## config.mk

```make
export PLATFORM = sky130hd
export DESIGN_NAME = reload_clk_divider
export DESIGN_NICKNAME = d
export VERILOG_FILES = /design/src/rtl/clkdiv_pkg.sv /design/src/rtl/clkdiv_regs.sv /design/src/rtl/clkdiv_reload_ctl.sv /design/src/rtl/clkdiv_phase_gen.sv /design/src/rtl/reload_clk_divider.sv
export SDC_FILE = /design/constraint.sdc
export NUM_CORES = 1
export LEC_CHECK = 0
export BUFFER_PORTS_ARGS = -buffer_cell sky130_fd_sc_hd__buf_2
export CORE_MARGIN = 5
export CORE_UTILIZATION = 54
export DETAILED_ROUTE_END_ITERATION = 8
export PLACE_DENSITY = 0.91
export SYNTH_ARGS = -nofsm -noshare
export SYNTH_HDL_FRONTEND = slang
export SYNTH_HIERARCHICAL = 1
export SYNTH_SLANG_ARGS = --single-unit
```

## constraint.sdc

```tcl
create_clock -name clk -period 3.9 [get_ports clk]
set_input_delay 0.195 -clock clk [delete_from_list [all_inputs] [get_ports clk]]
set_output_delay 0.195 -clock clk [all_outputs]
set_load 0.02 [all_outputs]
```

## src/rtl/clkdiv_pkg.sv

```systemverilog
package clkdiv_pkg;

    typedef enum logic [0:0] {
        PH_LOW  = 1'b0,
        PH_HIGH = 1'b1
    } phase_t;

    typedef enum logic [1:0] {
        RL_IDLE  = 2'd0,
        RL_ARMED = 2'd1,
        RL_HOLD  = 2'd2
    } reload_t;

endpackage

```

## src/rtl/clkdiv_regs.sv

```systemverilog
module clkdiv_regs #(
    parameter int ADDR_W       = 4,
    parameter int DATA_W       = 32,
    parameter int RATIO_OFFSET = 8,
    parameter int RATIO_LSB    = 8,
    parameter int RATIO_W      = 6,
    parameter int ACTIVE_LSB   = 16,
    parameter int FIELD_IDX    = 1,
    parameter int TRIG_BIT     = 8,
    parameter int EN_BIT       = 25,
    parameter int RESET_RATIO  = 4
) (
    input  logic               clk,
    input  logic               rst_n,
    input  logic               cfg_wr,
    input  logic [ADDR_W-1:0]  cfg_addr,
    input  logic [DATA_W-1:0]  cfg_wdata,
    output logic [DATA_W-1:0]  cfg_rdata,
    input  logic [RATIO_W-1:0] act_ratio,
    output logic [RATIO_W-1:0] staged_ratio,
    output logic               force_req,
    output logic               trig_req,
    output logic               en_req
);
    localparam logic [ADDR_W-1:0] CTRL_ADDR  = '0;
    localparam logic [ADDR_W-1:0] RATIO_ADDR = ADDR_W'(RATIO_OFFSET);
    localparam logic [DATA_W-1:0] CTRL_RST   = DATA_W'(1) << EN_BIT;

    logic [DATA_W-1:0]  ctrl_q;
    logic [RATIO_W-1:0] stage_q;

    always_ff @(posedge clk or negedge rst_n) begin
        if (!rst_n) begin
            ctrl_q  <= CTRL_RST;
            stage_q <= RATIO_W'(RESET_RATIO);
        end else if (cfg_wr) begin
            if (cfg_addr == CTRL_ADDR)
                ctrl_q <= cfg_wdata;
            else if (cfg_addr == RATIO_ADDR)
                stage_q <= cfg_wdata[RATIO_LSB +: RATIO_W];
        end
    end

    always_comb begin
        cfg_rdata = '0;
        if (cfg_addr == CTRL_ADDR) begin
            cfg_rdata = ctrl_q;
        end else if (cfg_addr == RATIO_ADDR) begin
            cfg_rdata[RATIO_LSB  +: RATIO_W] = stage_q;
            cfg_rdata[ACTIVE_LSB +: RATIO_W] = act_ratio;
        end
    end

    assign staged_ratio = stage_q;
    assign force_req    = ctrl_q[FIELD_IDX];
    assign trig_req     = ctrl_q[TRIG_BIT];
    assign en_req       = ctrl_q[EN_BIT];
endmodule

```

## src/rtl/clkdiv_reload_ctl.sv

```systemverilog
module clkdiv_reload_ctl
    import clkdiv_pkg::*;
#(
    parameter int RATIO_W   = 6,
    parameter int MIN_RATIO = 2
) (
    input  logic               clk,
    input  logic               rst_n,
    input  logic               force_req,
    input  logic               trig_req,
    input  logic [RATIO_W-1:0] staged_ratio,
    input  logic               per_end,
    output logic               apply_now,
    output logic [RATIO_W-1:0] apply_ratio
);
    localparam logic [RATIO_W-1:0] FLOOR_R = RATIO_W'(MIN_RATIO);

    reload_t            st_q, st_n;
    logic [RATIO_W-1:0] hold_q;
    logic               req;

    assign req = force_req & trig_req;

    always_comb begin
        st_n = st_q;
        unique case (st_q)
            RL_IDLE:  if (req)     st_n = RL_ARMED;
            RL_ARMED: if (per_end) st_n = req ? RL_HOLD : RL_IDLE;
            RL_HOLD:  if (!req)    st_n = RL_IDLE;
            default:               st_n = RL_IDLE;
        endcase
    end

    always_ff @(posedge clk or negedge rst_n) begin
        if (!rst_n) st_q <= RL_IDLE;
        else        st_q <= st_n;
    end

    always_ff @(posedge clk or negedge rst_n) begin
        if (!rst_n)
            hold_q <= FLOOR_R;
        else if (st_q == RL_IDLE && req)
            hold_q <= (staged_ratio < FLOOR_R) ? FLOOR_R : staged_ratio;
    end

    assign apply_now   = (st_q == RL_ARMED) && per_end;
    assign apply_ratio = hold_q;
endmodule

```

## src/rtl/clkdiv_phase_gen.sv

```systemverilog
module clkdiv_phase_gen
    import clkdiv_pkg::*;
#(
    parameter int RATIO_W     = 6,
    parameter int RESET_RATIO = 4
) (
    input  logic               clk,
    input  logic               rst_n,
    input  logic               en_req,
    input  logic               apply_now,
    input  logic [RATIO_W-1:0] apply_ratio,
    output logic               per_end,
    output logic [RATIO_W-1:0] act_ratio,
    output logic               gate_on,
    output logic               clk_out
);
    localparam logic [RATIO_W-1:0] ONE = RATIO_W'(1);

    phase_t             ph_q, ph_n;
    logic [RATIO_W-1:0] cnt_q, cnt_n;
    logic [RATIO_W-1:0] act_q, act_n;
    logic               gate_q, gate_n;
    logic               out_q;
    logic [RATIO_W-1:0] hi_len, lo_len;

    assign hi_len  = act_q >> 1;
    assign lo_len  = act_q - hi_len;
    assign per_end = (ph_q == PH_LOW) && (cnt_q == lo_len - ONE);

    always_comb begin
        ph_n  = ph_q;
        cnt_n = cnt_q + ONE;
        unique case (ph_q)
            PH_LOW: if (cnt_q == lo_len - ONE) begin
                ph_n  = PH_HIGH;
                cnt_n = '0;
            end
            PH_HIGH: if (cnt_q == hi_len - ONE) begin
                ph_n  = PH_LOW;
                cnt_n = '0;
            end
            default: begin
                ph_n  = PH_LOW;
                cnt_n = '0;
            end
        endcase
        act_n  = apply_now ? apply_ratio : act_q;
        gate_n = per_end ? en_req : gate_q;
    end

    always_ff @(posedge clk or negedge rst_n) begin
        if (!rst_n) begin
            ph_q  <= PH_LOW;
            cnt_q <= '0;
        end else begin
            ph_q  <= ph_n;
            cnt_q <= cnt_n;
        end
    end

    always_ff @(posedge clk or negedge rst_n) begin
        if (!rst_n) begin
            act_q  <= RATIO_W'(RESET_RATIO);
            gate_q <= 1'b1;
            out_q  <= 1'b0;
        end else begin
            act_q  <= act_n;
            gate_q <= gate_n;
            out_q  <= (ph_n == PH_HIGH) && gate_n;
        end
    end

    assign act_ratio = act_q;
    assign gate_on   = gate_q;
    assign clk_out   = out_q;
endmodule

```

## src/rtl/reload_clk_divider.sv

```systemverilog
module reload_clk_divider #(
    parameter int ADDR_W       = 4,
    parameter int DATA_W       = 32,
    parameter int RATIO_OFFSET = 8,
    parameter int RATIO_LSB    = 8,
    parameter int RATIO_W      = 6,
    parameter int ACTIVE_LSB   = 16,
    parameter int FIELD_IDX    = 1,
    parameter int EN_BASE      = 24,
    parameter int TRIG_BIT     = 8,
    parameter int RESET_RATIO  = 4,
    parameter int MIN_RATIO    = 2
) (
    input  logic              clk,
    input  logic              rst_n,
    input  logic              cfg_wr,
    input  logic [ADDR_W-1:0] cfg_addr,
    input  logic [DATA_W-1:0] cfg_wdata,
    output logic [DATA_W-1:0] cfg_rdata,
    output logic              clk_out
);
    localparam int EN_BIT = FIELD_IDX + EN_BASE;

    logic [RATIO_W-1:0] staged_ratio, act_ratio, apply_ratio;
    logic               force_req, trig_req, en_req;
    logic               per_end, apply_now, gate_on;

    clkdiv_regs #(
        .ADDR_W(ADDR_W), .DATA_W(DATA_W), .RATIO_OFFSET(RATIO_OFFSET),
        .RATIO_LSB(RATIO_LSB), .RATIO_W(RATIO_W), .ACTIVE_LSB(ACTIVE_LSB),
        .FIELD_IDX(FIELD_IDX), .TRIG_BIT(TRIG_BIT), .EN_BIT(EN_BIT),
        .RESET_RATIO(RESET_RATIO)
    ) u_regs (
        .clk(clk), .rst_n(rst_n), .cfg_wr(cfg_wr), .cfg_addr(cfg_addr),
        .cfg_wdata(cfg_wdata), .cfg_rdata(cfg_rdata), .act_ratio(act_ratio),
        .staged_ratio(staged_ratio), .force_req(force_req),
        .trig_req(trig_req), .en_req(en_req)
    );

    clkdiv_reload_ctl #(
        .RATIO_W(RATIO_W), .MIN_RATIO(MIN_RATIO)
    ) u_reload (
        .clk(clk), .rst_n(rst_n), .force_req(force_req), .trig_req(trig_req),
        .staged_ratio(staged_ratio), .per_end(per_end),
        .apply_now(apply_now), .apply_ratio(apply_ratio)
    );

    clkdiv_phase_gen #(
        .RATIO_W(RATIO_W), .RESET_RATIO(RESET_RATIO)
    ) u_phase (
        .clk(clk), .rst_n(rst_n), .en_req(en_req), .apply_now(apply_now),
        .apply_ratio(apply_ratio), .per_end(per_end), .act_ratio(act_ratio),
        .gate_on(gate_on), .clk_out(clk_out)
    );
endmodule

```

==> results of run 1 <==
==> registers in the layout, summed over array words and instances, names as in the netlist <==
name                  cells
u_regs/staged_ratio       6
u_regs/ctrl_q            32
u_phase/act_ratio         6
u_phase/ph_q              1
u_phase/clk_out           1
u_phase/gate_on           1
u_phase/cnt_q             6
u_reload/st_q             2
u_reload/apply_ratio      6
==> path summary, 6_finish.rpt <==
check                      cells past startpoint            startpoint  slack [ps]                     end
max                                           11  u_phase/act_ratio[2]         640    u_phase/act_ratio[0]
max reg2reg                                   11  u_phase/act_ratio[2]         640    u_phase/act_ratio[0]
min reg2reg                                    1      u_regs/ctrl_q[4]         510        u_regs/ctrl_q[4]
min                                            2         cfg_wdata[26]          90       u_regs/ctrl_q[26]
min in group asynchronous                      2                 rst_n         420       u_regs/ctrl_q[26]
max in group asynchronous                      3                 rst_n        2580  u_regs/staged_ratio[2]
==> cells in the mapped netlist (2+ instances only) <==
cell type / number / area (sq um)
xor2_1: 9 / 78.8
nor2_1: 3 / 11.3
mux2_4: 31 / 465
xnor2_1: 12 / 105
nor3_1: 6 / 30.0
dfstp_2: 5 / 131
nand2_1: 9 / 33.8
or4_4: 2 / 22.5
inv_1: 9 / 33.8
dfrtp_1: 56 / 1400
ha_1: 12 / 150
and2_1: 20 / 125
nor3b_1: 2 / 15.0
a22o_1: 12 / 105
o21ai_0: 6 / 30.0
mux2_2: 13 / 146
buf_6: 4 / 45.0
nand3_1: 4 / 20.0
clkbuf_1: 7 / 26.3
nor2b_1: 2 / 12.5
==> power breakdown <==
group	internal, W	switching (W)
registers	0.000767	0.0000914
clock network	0.000262	0.000238
logic	0.000172	0.0000915
total	0.00120	0.000421
==> cell usage in the layout, fill, tap and decap left out, drive strengths merged, types with 2 or more instances in the layout <==
master	n
xor2	9
nand2	10
buf	76
a22o	12
nor3b	2
mux2	44
ha	12
nor2b	2
clkbuf	12
and2	20
or4	2
nor2	3
nand3	4
clkinv	3
xnor2	12
dfrtp	56
nor4	2
inv	9
dfstp	5
o21ai	7
nor3	6
==> timing repair <==
item                                   4_1_cts  5_1_grt
setup buffers                                0        0
hold buffers                                 1        0
endpoints found under the hold margin       25        0
==> through the flow <==
stage               utilization, %  instances  area [sq um]
floorplan                        -        249          3250
global placement              62.2        389          3660
detailed placement            62.2        389          3660
CTS                           65.4        406          3850
global route                  65.4        406          3850
finish                        65.4        406          3850
==> per-layer routing <==
layer / GRT usage (%) / routed length (um)
met1: 25.0 / 2870
met2: 32.1 / 3860
met3: 6.11 / 308
met4: 6.69 / 95
met5: 0 / 0
==> layout make-up <==
cell class,instances,area share [%]
Sequential cell,61,39.8
Timing Repair Buffer,77,10.5
Tap cell,75,2.44
Clock inverter,4,0.585
Multi-Input combinational cell,168,41.8
Inverter,9,0.877
Clock buffer,12,4.03
==> logic make-up after synthesis <==
group,after synthesis
compound gates,29
xor+xnor,21
fa+ha+maj,13
buf+inv,20
flops,61
mux,45
simple gates,60
==> key figures, run 1 <==
Layout
  – Multi-input logic area: around 1600 sq um
  – Area growth from synthesis to layout: 18.6%
  – # nets final: around 380
  – Storage cell area: ~1500 sq um
  – Layout cells sized above 1: between 40% and 50%
  – Filler cell count in the final layout: approximately 430
  – ANT cells: 0

Logic synthesis
  – Post-Synth XOR/XNOR Area: under 10%
  – Synthesis warning total: 6
  – Largest family of logic cells by synthesized area: multiplexers
  – Simple-Gate Fraction of Synth Area: about an eighth
  – Average size of a mapped cell: 13.0 sq um
  – Multiplexer area fraction after synthesis: 19.1%
  – Synth cell types: 45
  – Compound-cell area share of the yosys netlist: under 10%
  – Synth Area in Adders: under 10%
  – Predominant post-synthesis flop cell: dfrtp_1
  – Ys async rst share: 100%
  – Syn_nets: 301
  – Seq cells post-synth: 61
  – Synthesized cell area: approximately 3200 sq um
  – Seq/Total Area, Yosys: between 40 and 50%
  – Number of synthesized flops with an enable pin: 0
  – Mapped Cells: between 200 and 250

Worst setup path
  – Critical Path Max Stage Delay: 550 ps
  – Crit-path most repeated cell: buf_4
  – Buffers & Inverters on Critical Path: 3
  – Critical Path AT: around 3500 ps
  – Slowest-stage cell, CP: dfstp_2
  – Cell family with most CP delay: compound AO/OA/AOI/OAI gates
  – Worst EP required: 4120 ps
  – Critical path peak fanout: 11
  – Crit path kind: flop to flop
  – Setup crit end kind: flop
  – Startpoint types: flop
  – Crit-path cells: inv_1 -> ha_1 -> or3b_4 -> a311oi_2 -> o31ai_1 -> a2111oi_4 -> buf_4 -> nand2_1 -> nor2_1 -> buf_4 -> mux2_2

Drt
  – First DRT Iteration DRCs: 110
  – # DRC: 0
  – Avg Vias per Cell: around 5.3
  – Antenna Violating Nets Remaining: 0
  – Wire per inst: 17.6 um
  – Total Wirelength: 7.13 mm
  – DR vias: 2157
  – DRT Pass-1 Iters: 5

Global routing
  – GRT overflow: 0
  – Antenna violations before repair: 0
  – Largest net degree at the start of global routing: 35
  – Vias in the first global route: 2314
  – First-pass GRT wire length: 11.6 mm
  – Global Route Usage Sum: just under 20%

STA
  – Slew HR: just under 30%
  – Worst-margin pin slew: between 1000 and 1500 ps
  – Hold Slack: roughly 90 ps
  – Max Transition Viols Final: 0
  – Crit share post-route: 83.5%
  – Clock skew: around 9.1 ps
  – Fmax: 307 MHz
  – Clock period minus worst slack: roughly 3300 ps
  – Post-route setup slack: ~640 ps
  – Final hold viol count: 0
  – # setup viols final: 0
  – Final setup TNS: 0 ps
  – RSZ-0062 raised after global routing: no

Die
  – Die Ht: approximately 88 um
  – Core area: roughly 5900 sq um
  – Die Area: approximately 7700 sq um
  – # rows: 28
  – Io pins: a little over 70
  – Horiz. Die Dim: just under 90 um
  – Initial core utilization: a little under three fifths

Placement
  – GPL Wtd Cong: ~0.81
  – DP Wirelength: between 5 and 6 mm
  – # port buffers: just over 70
  – DP Worst Slack: 682 ps

Clocking
  – Post-cts resize count: 0
  – Clk buf depth: 2
  – TritonCTS Buffers: 9
  – H-tree Lvls: 3
  – CTS clock-pin slew for the worst setup and hold paths: about 70 ps
  – CTS tree: yes
  – Clk sinks: 61
  – Clk root buf: clkbuf_8
  – Worst-Skew Late Latency: 340 ps

Power and ir drop
  – Max VDD drop: 0.000375 V
  – Leak: 1.97 nW
  – Pwr dens: ~420 nW/um^2
  – Power Total: 0.00162 W

Outcome
  – Status: finished, final reports clean

Flow run
  – Max Cap Viol: 0

Worst hold path
  – Hold WC Path Type: input pin to flop
Note: power is estimated with default switching activity, not from simulation.
==> run 2, diff against run 1 <==
- clock period: 3.9 -> 3.2 ns (I/O delays scaled with it)
==> run 2 against run 1 <==
  * Sequential power is 21% higher
  * Maximum frequency is 8.9% higher
  * Die area is the same
  * Wire length rose by 0.80%
==> key figures, run 2 (synthesized netlist as in run 1, its figures left out) <==
Global routing
  – Largest net degree at the start of global routing: 47 (+34%)
  – Antenna violations before repair: 0 (unchanged)
  – GRT overflow: 0 (unchanged)
  – First-pass GRT wire length: 11.4 mm (-1.9%)
  – Global Route Usage Sum: 19.7% (about the same)
  – Vias in the first global route: 2284 (-1.3%)

Layout
  – ANT cells: 0 (unchanged)
  – Leading cell types in the layout, fill and taps excluded: buf_2, dfrtp_1, mux2_4, and2_1, mux2_2
  – Multi-input logic area: 1610 sq um (unchanged)
  – Most flops, register: u_regs/ctrl_q
  – # nets final: 379 (+0.26%)
  – Final core utilization: 66.0% (+0.53 points)
  – Non-Filler Instances: 407 (+0.25%)
  – Max reg flops: 32 (unchanged)
  – Storage cell area: 1530 sq um (unchanged)
  – Area growth from synthesis to layout: 19.5%
  – Design area: 3880 sq um (+0.81%)
  – Commonest non-fill, non-tap cell in the layout: buf_2
  – Layout cells sized above 1: 46.4% (+0.16 points)
  – Filler cell count in the final layout: 420 (-2.6%)

Worst setup path
  – Critical Path Max Stage Delay: 550 ps (about the same)
  – Critical Path AT: 3230 ps (-250 ps)
  – Slowest-stage cell, CP: dfstp_2
  – Setup slack, reg-to-reg: 210 ps (-430 ps)
  – Cell family with most CP delay: compound AO/OA/AOI/OAI gates
  – Startpoint types: flop
  – Reg2Reg Launch Point: u_phase/act_ratio[2]
  – Reg2reg path depth: 9 (-2)
  – Crit path kind: flop to flop
  – FF-to-FF End: u_phase/act_ratio[0]
  – Crit-path cells: inv_1 -> ha_1 -> or3b_4 -> a311oi_2 -> o31ai_1 -> a2111oi_4 -> nand2_1 -> nor2_1 -> mux2_2
  – Critical path peak fanout: 6 (-5)
  – Setup crit end kind: flop
  – Worst EP required: 3440 ps (-680 ps)
  – Buffers & Inverters on Critical Path: 1 (-2)

Die
  – Initial core utilization: 55.2% (unchanged)
  – Die Area: 7670 sq um (unchanged)
  – Die Ht: 87.6 um (unchanged)
  – Io pins: 72 (unchanged)
  – # rows: 28 (unchanged)
  – Core area: 5890 sq um (unchanged)
  – Horiz. Die Dim: 87.6 um (unchanged)

STA
  – Max Transition Viols Final: 0 (unchanged)
  – Hold Slack: 40.4 ps (-48.1 ps)
  – RSZ-0062 raised after global routing: no
  – Slew HR: 28.4% (-0.95 points)
  – Final setup TNS: 0 ps (unchanged)
  – Fmax: 335 MHz (+8.9%)
  – Final hold viol count: 0 (unchanged)
  – Clock period minus worst slack: 2990 ps (-267 ps)
  – # setup viols final: 0 (unchanged)
  – Worst-margin pin slew: 1070 ps (+14.1 ps)
  – Crit share post-route: 93.4% (+9.9 points)
  – Clock skew: 9.95 ps (+0.841 ps)

Worst hold path
  – Hold WC Path Type: input pin to flop
  – Worst hold endpoint: u_regs/ctrl_q[19]
  – Hold Startpoint: cfg_wdata[19]
  – Hold depth: 2 (unchanged)

Clocking
  – TritonCTS Buffers: 9 (unchanged)
  – CTS clock-pin slew for the worst setup and hold paths: 70 ps (about the same)
  – Clk buf depth: 2 (unchanged)
  – Post-CTS repair timing setup buffer count: 0 (unchanged)
  – Clk sinks: 61 (unchanged)
  – H-tree Lvls: 3 (unchanged)
  – Post-cts resize count: 0 (unchanged)
  – CTS hold repair buffers: 1 (unchanged)
  – Worst-Skew Late Latency: 350 ps (about the same)
  – Clk root buf: clkbuf_8
  – CTS tree: yes

Power and ir drop
  – Leak: 1.98 nW (+0.65%)
  – Max VDD drop: 0.000464 V (+24%)
  – Pwr dens: 530 nW/um^2 (+26%)

Placement
  – Placed Instance Area: 3670 sq um (+0.20%)
  – # port buffers: 71 (unchanged)
  – DP Wirelength: 5.26 mm (+1.1%)
  – GPL Wtd Cong: 0.873 (+7.8%)
  – DP Cell Count: 390 (+0.26%)

Outcome
  – Status: finished, final reports clean

Drt
  – Total Wirelength: 7.19 mm (+0.80%)
  – Wire per inst: 17.7 um (+0.55%)
  – Antenna Violating Nets Remaining: 0 (unchanged)
  – First DRT Iteration DRCs: 98 (-11%)
  – DR vias: 2211 (+2.5%)
  – DRT Pass-1 Iters: 4 (-1)
  – # DRC: 0 (unchanged)
  – Avg Vias per Cell: 5.43 (+2.3%)

Flow run
  – Max Cap Viol: 0 (unchanged)
## run 2: changes by cell type in the layout (fill, tap and decap cells not counted), sizes merged
cell	previous run	this run
clkbuf	12	11
buf	76	77
bufinv	0	1
## run 2: report_power, final
group,switching (W),internal (W)
logic,0.000108,0.000209
registers,0.000110,0.000934
clock network,0.000313,0.000382
total,0.000531,0.00153
## run 2: how the worst max path moves through the flow
stage / start / end / slack, ps / depth (start not counted)
floorplan: u_phase/act_ratio[2] / u_phase/act_ratio[1] / 140 / 10
global placement: u_phase/act_ratio[2] / u_phase/act_ratio[0] / 320 / 9
detailed placement: u_phase/act_ratio[2] / u_phase/act_ratio[0] / 230 / 9
CTS: u_phase/act_ratio[2] / u_phase/act_ratio[0] / 200 / 9
global route: u_phase/act_ratio[2] / u_phase/act_ratio[0] / 60 / 9
finish: u_phase/act_ratio[2] / u_phase/act_ratio[0] / 210 / 9
## run 2: layer usage
layer  GRT usage, %  routed length, um  vias up
met2           33.6               3810       50
met5              0                  0        -
met1           22.5               2900     1107
li1               -                  -     1034
met4           10.0                209        0
met3           5.55                266       20
## run 2: stage by stage
step | power, W | worst slack, ps
2_1_floorplan | 0.00125 | 140
3_3_place_gp | 0.00134 | 324
3_5_place_dp | 0.00137 | 230
4_1_cts | 0.00207 | 201
5_1_grt | 0.00215 | 60.4
6_report | 0.00206 | 211
## run 2: layout make-up
cell class / instances / share of cell area, %
Multi-Input combinational cell: 168 / 41.5
Sequential cell: 61 / 39.5
Timing Repair Buffer: 78 / 10.6
Clock buffer: 11 / 3.64
Tap cell: 75 / 2.42
Clock inverter: 5 / 1.55
Inverter: 9 / 0.870
==> run 3, diff against run 2 <==
- ABC_AREA: unset -> 1
- CORE_UTILIZATION: 54 -> 55
==> run 3 against run 2 <==
  * Total power shrank 1.1%
  * Clock skew is essentially flat
  * First-iteration DRC count grew 99%
  * Sequential power shrank 4%
  * Register-to-register slack gained 200 ps
  * Die area grew 7.6%
  * Setup slack gained 200 ps
  * Synthesized area grew 11%
==> key figures, run 3 <==
Power and ir drop
  – Leak: 2.41 nW (+22%)
  – Max VDD drop: 0.000289 V (-38%)
  – Power Total: 0.00203 W (-1.1%)
  – Pwr dens: 484 nW/um^2 (-8.5%)

Layout
  – Layout cells sized above 1: 23.7% (-23 points)
  – # nets final: 600 (+58%)
  – Area growth from synthesis to layout: 16.8%
  – Leading cell types in the layout, fill and taps excluded: nand2_1, buf_2, inv_1, dfrtp_1, nand3_1
  – ANT cells: 0 (unchanged)
  – Commonest non-fill, non-tap cell in the layout: nand2_1
  – Max reg flops: 32 (unchanged)
  – Most flops, register: u_regs/ctrl_q

Clocking
  – TritonCTS Buffers: 9 (unchanged)
  – Worst-Skew Late Latency: 330 ps (-20 ps)
  – H-tree Lvls: 3 (unchanged)
  – CTS tree: yes
  – Clk buf depth: 2 (unchanged)
  – Post-CTS repair timing setup buffer count: 0 (unchanged)
  – Clk sinks: 61 (unchanged)
  – Clk root buf: clkbuf_8
  – CTS clock-pin slew for the worst setup and hold paths: 70 ps (about the same)

Global routing
  – Vias in the first global route: 3344 (+46%)
  – Largest net degree at the start of global routing: 60 (+28%)
  – Antenna violations before repair: 0 (unchanged)
  – Met3 usage: 4.92% (-0.63 points)
  – Met2 track demand over resource: 36.4% (+2.9 points)
  – Layer with the highest usage: met2
  – GR Util met1: 27.0% (+4.5 points)
  – First-pass GRT wire length: 15.0 mm (+32%)
  – GRT overflow: 0 (unchanged)
  – Global Route Usage Sum: 21.9% (+2.2 points)

STA
  – # setup viols final: 0 (unchanged)
  – RSZ-0062 raised after global routing: no
  – Slew HR: 47.4% (+19 points)
  – Final setup TNS: 0 ps (unchanged)
  – Clock period minus worst slack: 2790 ps (-200 ps)
  – Clock skew: 10.4 ps (+0.467 ps)
  – Final hold viol count: 0 (unchanged)
  – Worst-margin pin slew: 788 ps (-282 ps)
  – Fmax: 359 MHz (+7.2%)
  – Crit share post-route: 87.1% (-6.3 points)
  – Max Transition Viols Final: 0 (unchanged)

Worst hold path
  – Hold WC Path Type: input pin to flop
  – Hold Startpoint: cfg_wdata[10]

Worst setup path
  – Critical Path AT: 3010 ps (-220 ps)
  – Reg2Reg Launch Point: u_phase/act_ratio[1]
  – Worst EP required: 3420 ps (-20 ps)
  – Crit path kind: flop to flop
  – Worst setup path startpoint: u_phase/act_ratio[1]
  – Critical path peak fanout: 11 (+5)
  – Startpoint types: flop
  – Setup crit end kind: flop

Logic synthesis
  – Seq/Total Area, Yosys: 42.7% (-4.5 points)
  – Commonest cells post-synth: nand2_1, inv_1, dfrtp_1
  – Mapped Cells: 483 (+94%)
  – Main area contributors after synthesis: dfrtp_1, nand2_1, nand4_1
  – Average size of a mapped cell: 7.44 sq um (-43%)
  – Syn_nets: 535 (+78%)
  – Ys async rst share: 100% (unchanged)
  – Predominant post-synthesis flop cell: dfrtp_1
  – Seq cells post-synth: 61 (unchanged)
  – Synth cell types: 26 (-42%)
  – Synthesis warning total: 6 (unchanged)
  – Proportion of netlist area held by the largest area contributor: 39.0% (-4.1 points)
  – Synthesized cell area: 3590 sq um (+11%)
  – Number of synthesized flops with an enable pin: 0 (unchanged)
  – Synth area leader: dfrtp_1
  – Count leader, synth: nand2_1

Die
  – Horiz. Die Dim: 90.8 um (+3.7%)
  – Die Ht: 90.8 um (+3.7%)
  – Io pins: 72 (unchanged)
  – Initial core utilization: 56.6% (+1.4 points)
  – Core area: 6350 sq um (+7.9%)
  – # rows: 29 (+3.6%)
  – Die Area: 8250 sq um (+7.6%)

Drt
  – Antenna Violating Nets Remaining: 0 (unchanged)
  – First DRT Iteration DRCs: 195 (+99%)
  – # DRC: 0 (unchanged)
  – DRT Pass-1 Iters: 5 (+1)
  – Wire per inst: 13.5 um (-23%)
  – DR vias: 3371 (+52%)
  – Avg Vias per Cell: 5.35 (-1.5%)
  – Total Wirelength: 8.51 mm (+18%)

Placement
  – GPL Wtd Cong: 0.910 (+4.2%)
  – DP Wirelength: 6.11 mm (+16%)
  – # port buffers: 71 (unchanged)

Outcome
  – Status: finished, final reports clean

Flow run
  – Max Cap Viol: 0 (unchanged)
-- run 3: changes by cell type after synthesis, moves of 12 or more --
cell | previous run | this run
mux2_4 | 31 | 0
nand3_1 | 4 | 42
inv_1 | 9 | 58
nand2_1 | 9 | 160
buf_2 | 0 | 17
mux2_2 | 13 | 1
nor2_1 | 3 | 35
a22o_1 | 12 | 0
and2_1 | 20 | 0
nand4_1 | 1 | 40
-- run 3: stage by stage --
step	setup WS, ps	hold WS (ps)	util (%)	instances	area, sq um
after floorplan	773	-136	-	483	3590
after global placement	536	275	62.5	613	3970
after detailed placement	433	282	62.5	613	3970
after CTS	421	53.8	66.1	630	4200
after global routing	201	64.7	66.1	630	4200
final	412	67.9	66.1	630	4200
-- run 3: power breakdown --
part	leakage (nW)	switching [W]	internal [W]
logic	1.52	0.000187	0.000102
registers	0.768	0.0000859	0.000912
clock network	0.113	0.000290	0.000456
-- run 3: cell type report --
type | count | area, sq um
tap | 77 | 96.3
clock buffer | 11 | 141
sequential | 61 | 1530
fill | 504 | 2150
inverter | 66 | 248
multi-input combinational | 334 | 1710
clock inverter | 5 | 75.1
timing repair buffer | 76 | 395
-- run 3: what timing repair did --
item                       4_1_cts  5_1_grt
hold buffers                     1        0
hold endpoints to repair        33        0
resized for setup                0        0
setup endpoints to repair        0        0
-- run 3: cells by family after synthesis --
group           after synthesis  share of synthesized area, %
compound gates               10                          1.57
flops                        61                          42.7
xor+xnor                      7                          1.71
buf+inv                      88                          9.99
simple gates                303                          39.0
fa+ha+maj                    13                          4.74
mux                           1                         0.313
-- run 3: routing by layer --
metal | part of all wire, % | wire, um
met1 | 39 | 3360
met2 | 51 | 4300
met3 | 7.0 | 598
met4 | 2.9 | 251
met5 | 0 | 0
-- run 3: final timing paths --
check,endpoint,slack [ps],depth (start not counted)
worst max-delay path,u_phase/act_ratio[0],410,13
worst max register to register,u_phase/act_ratio[0],410,13
min in group asynchronous,u_regs/ctrl_q[6],460,2
worst min register to register,u_reload/apply_ratio[1],470,2
worst min-delay path,u_regs/staged_ratio[2],70,3
max in group asynchronous,u_phase/gate_on,1860,3
-- run 3: critical path, stage by stage, from the launching register on --
cell and delay [ps]:
dfrtp_1 500, inv_1 130, ha_1 230, fa_1 430, nand2_1 130, nand2_1 60
nand2_1 60, nand2_1 70, nor2_1 140, nand3_2 110, nor2_4 120, nand3_1 110
inv_1 220, mux2_2 370
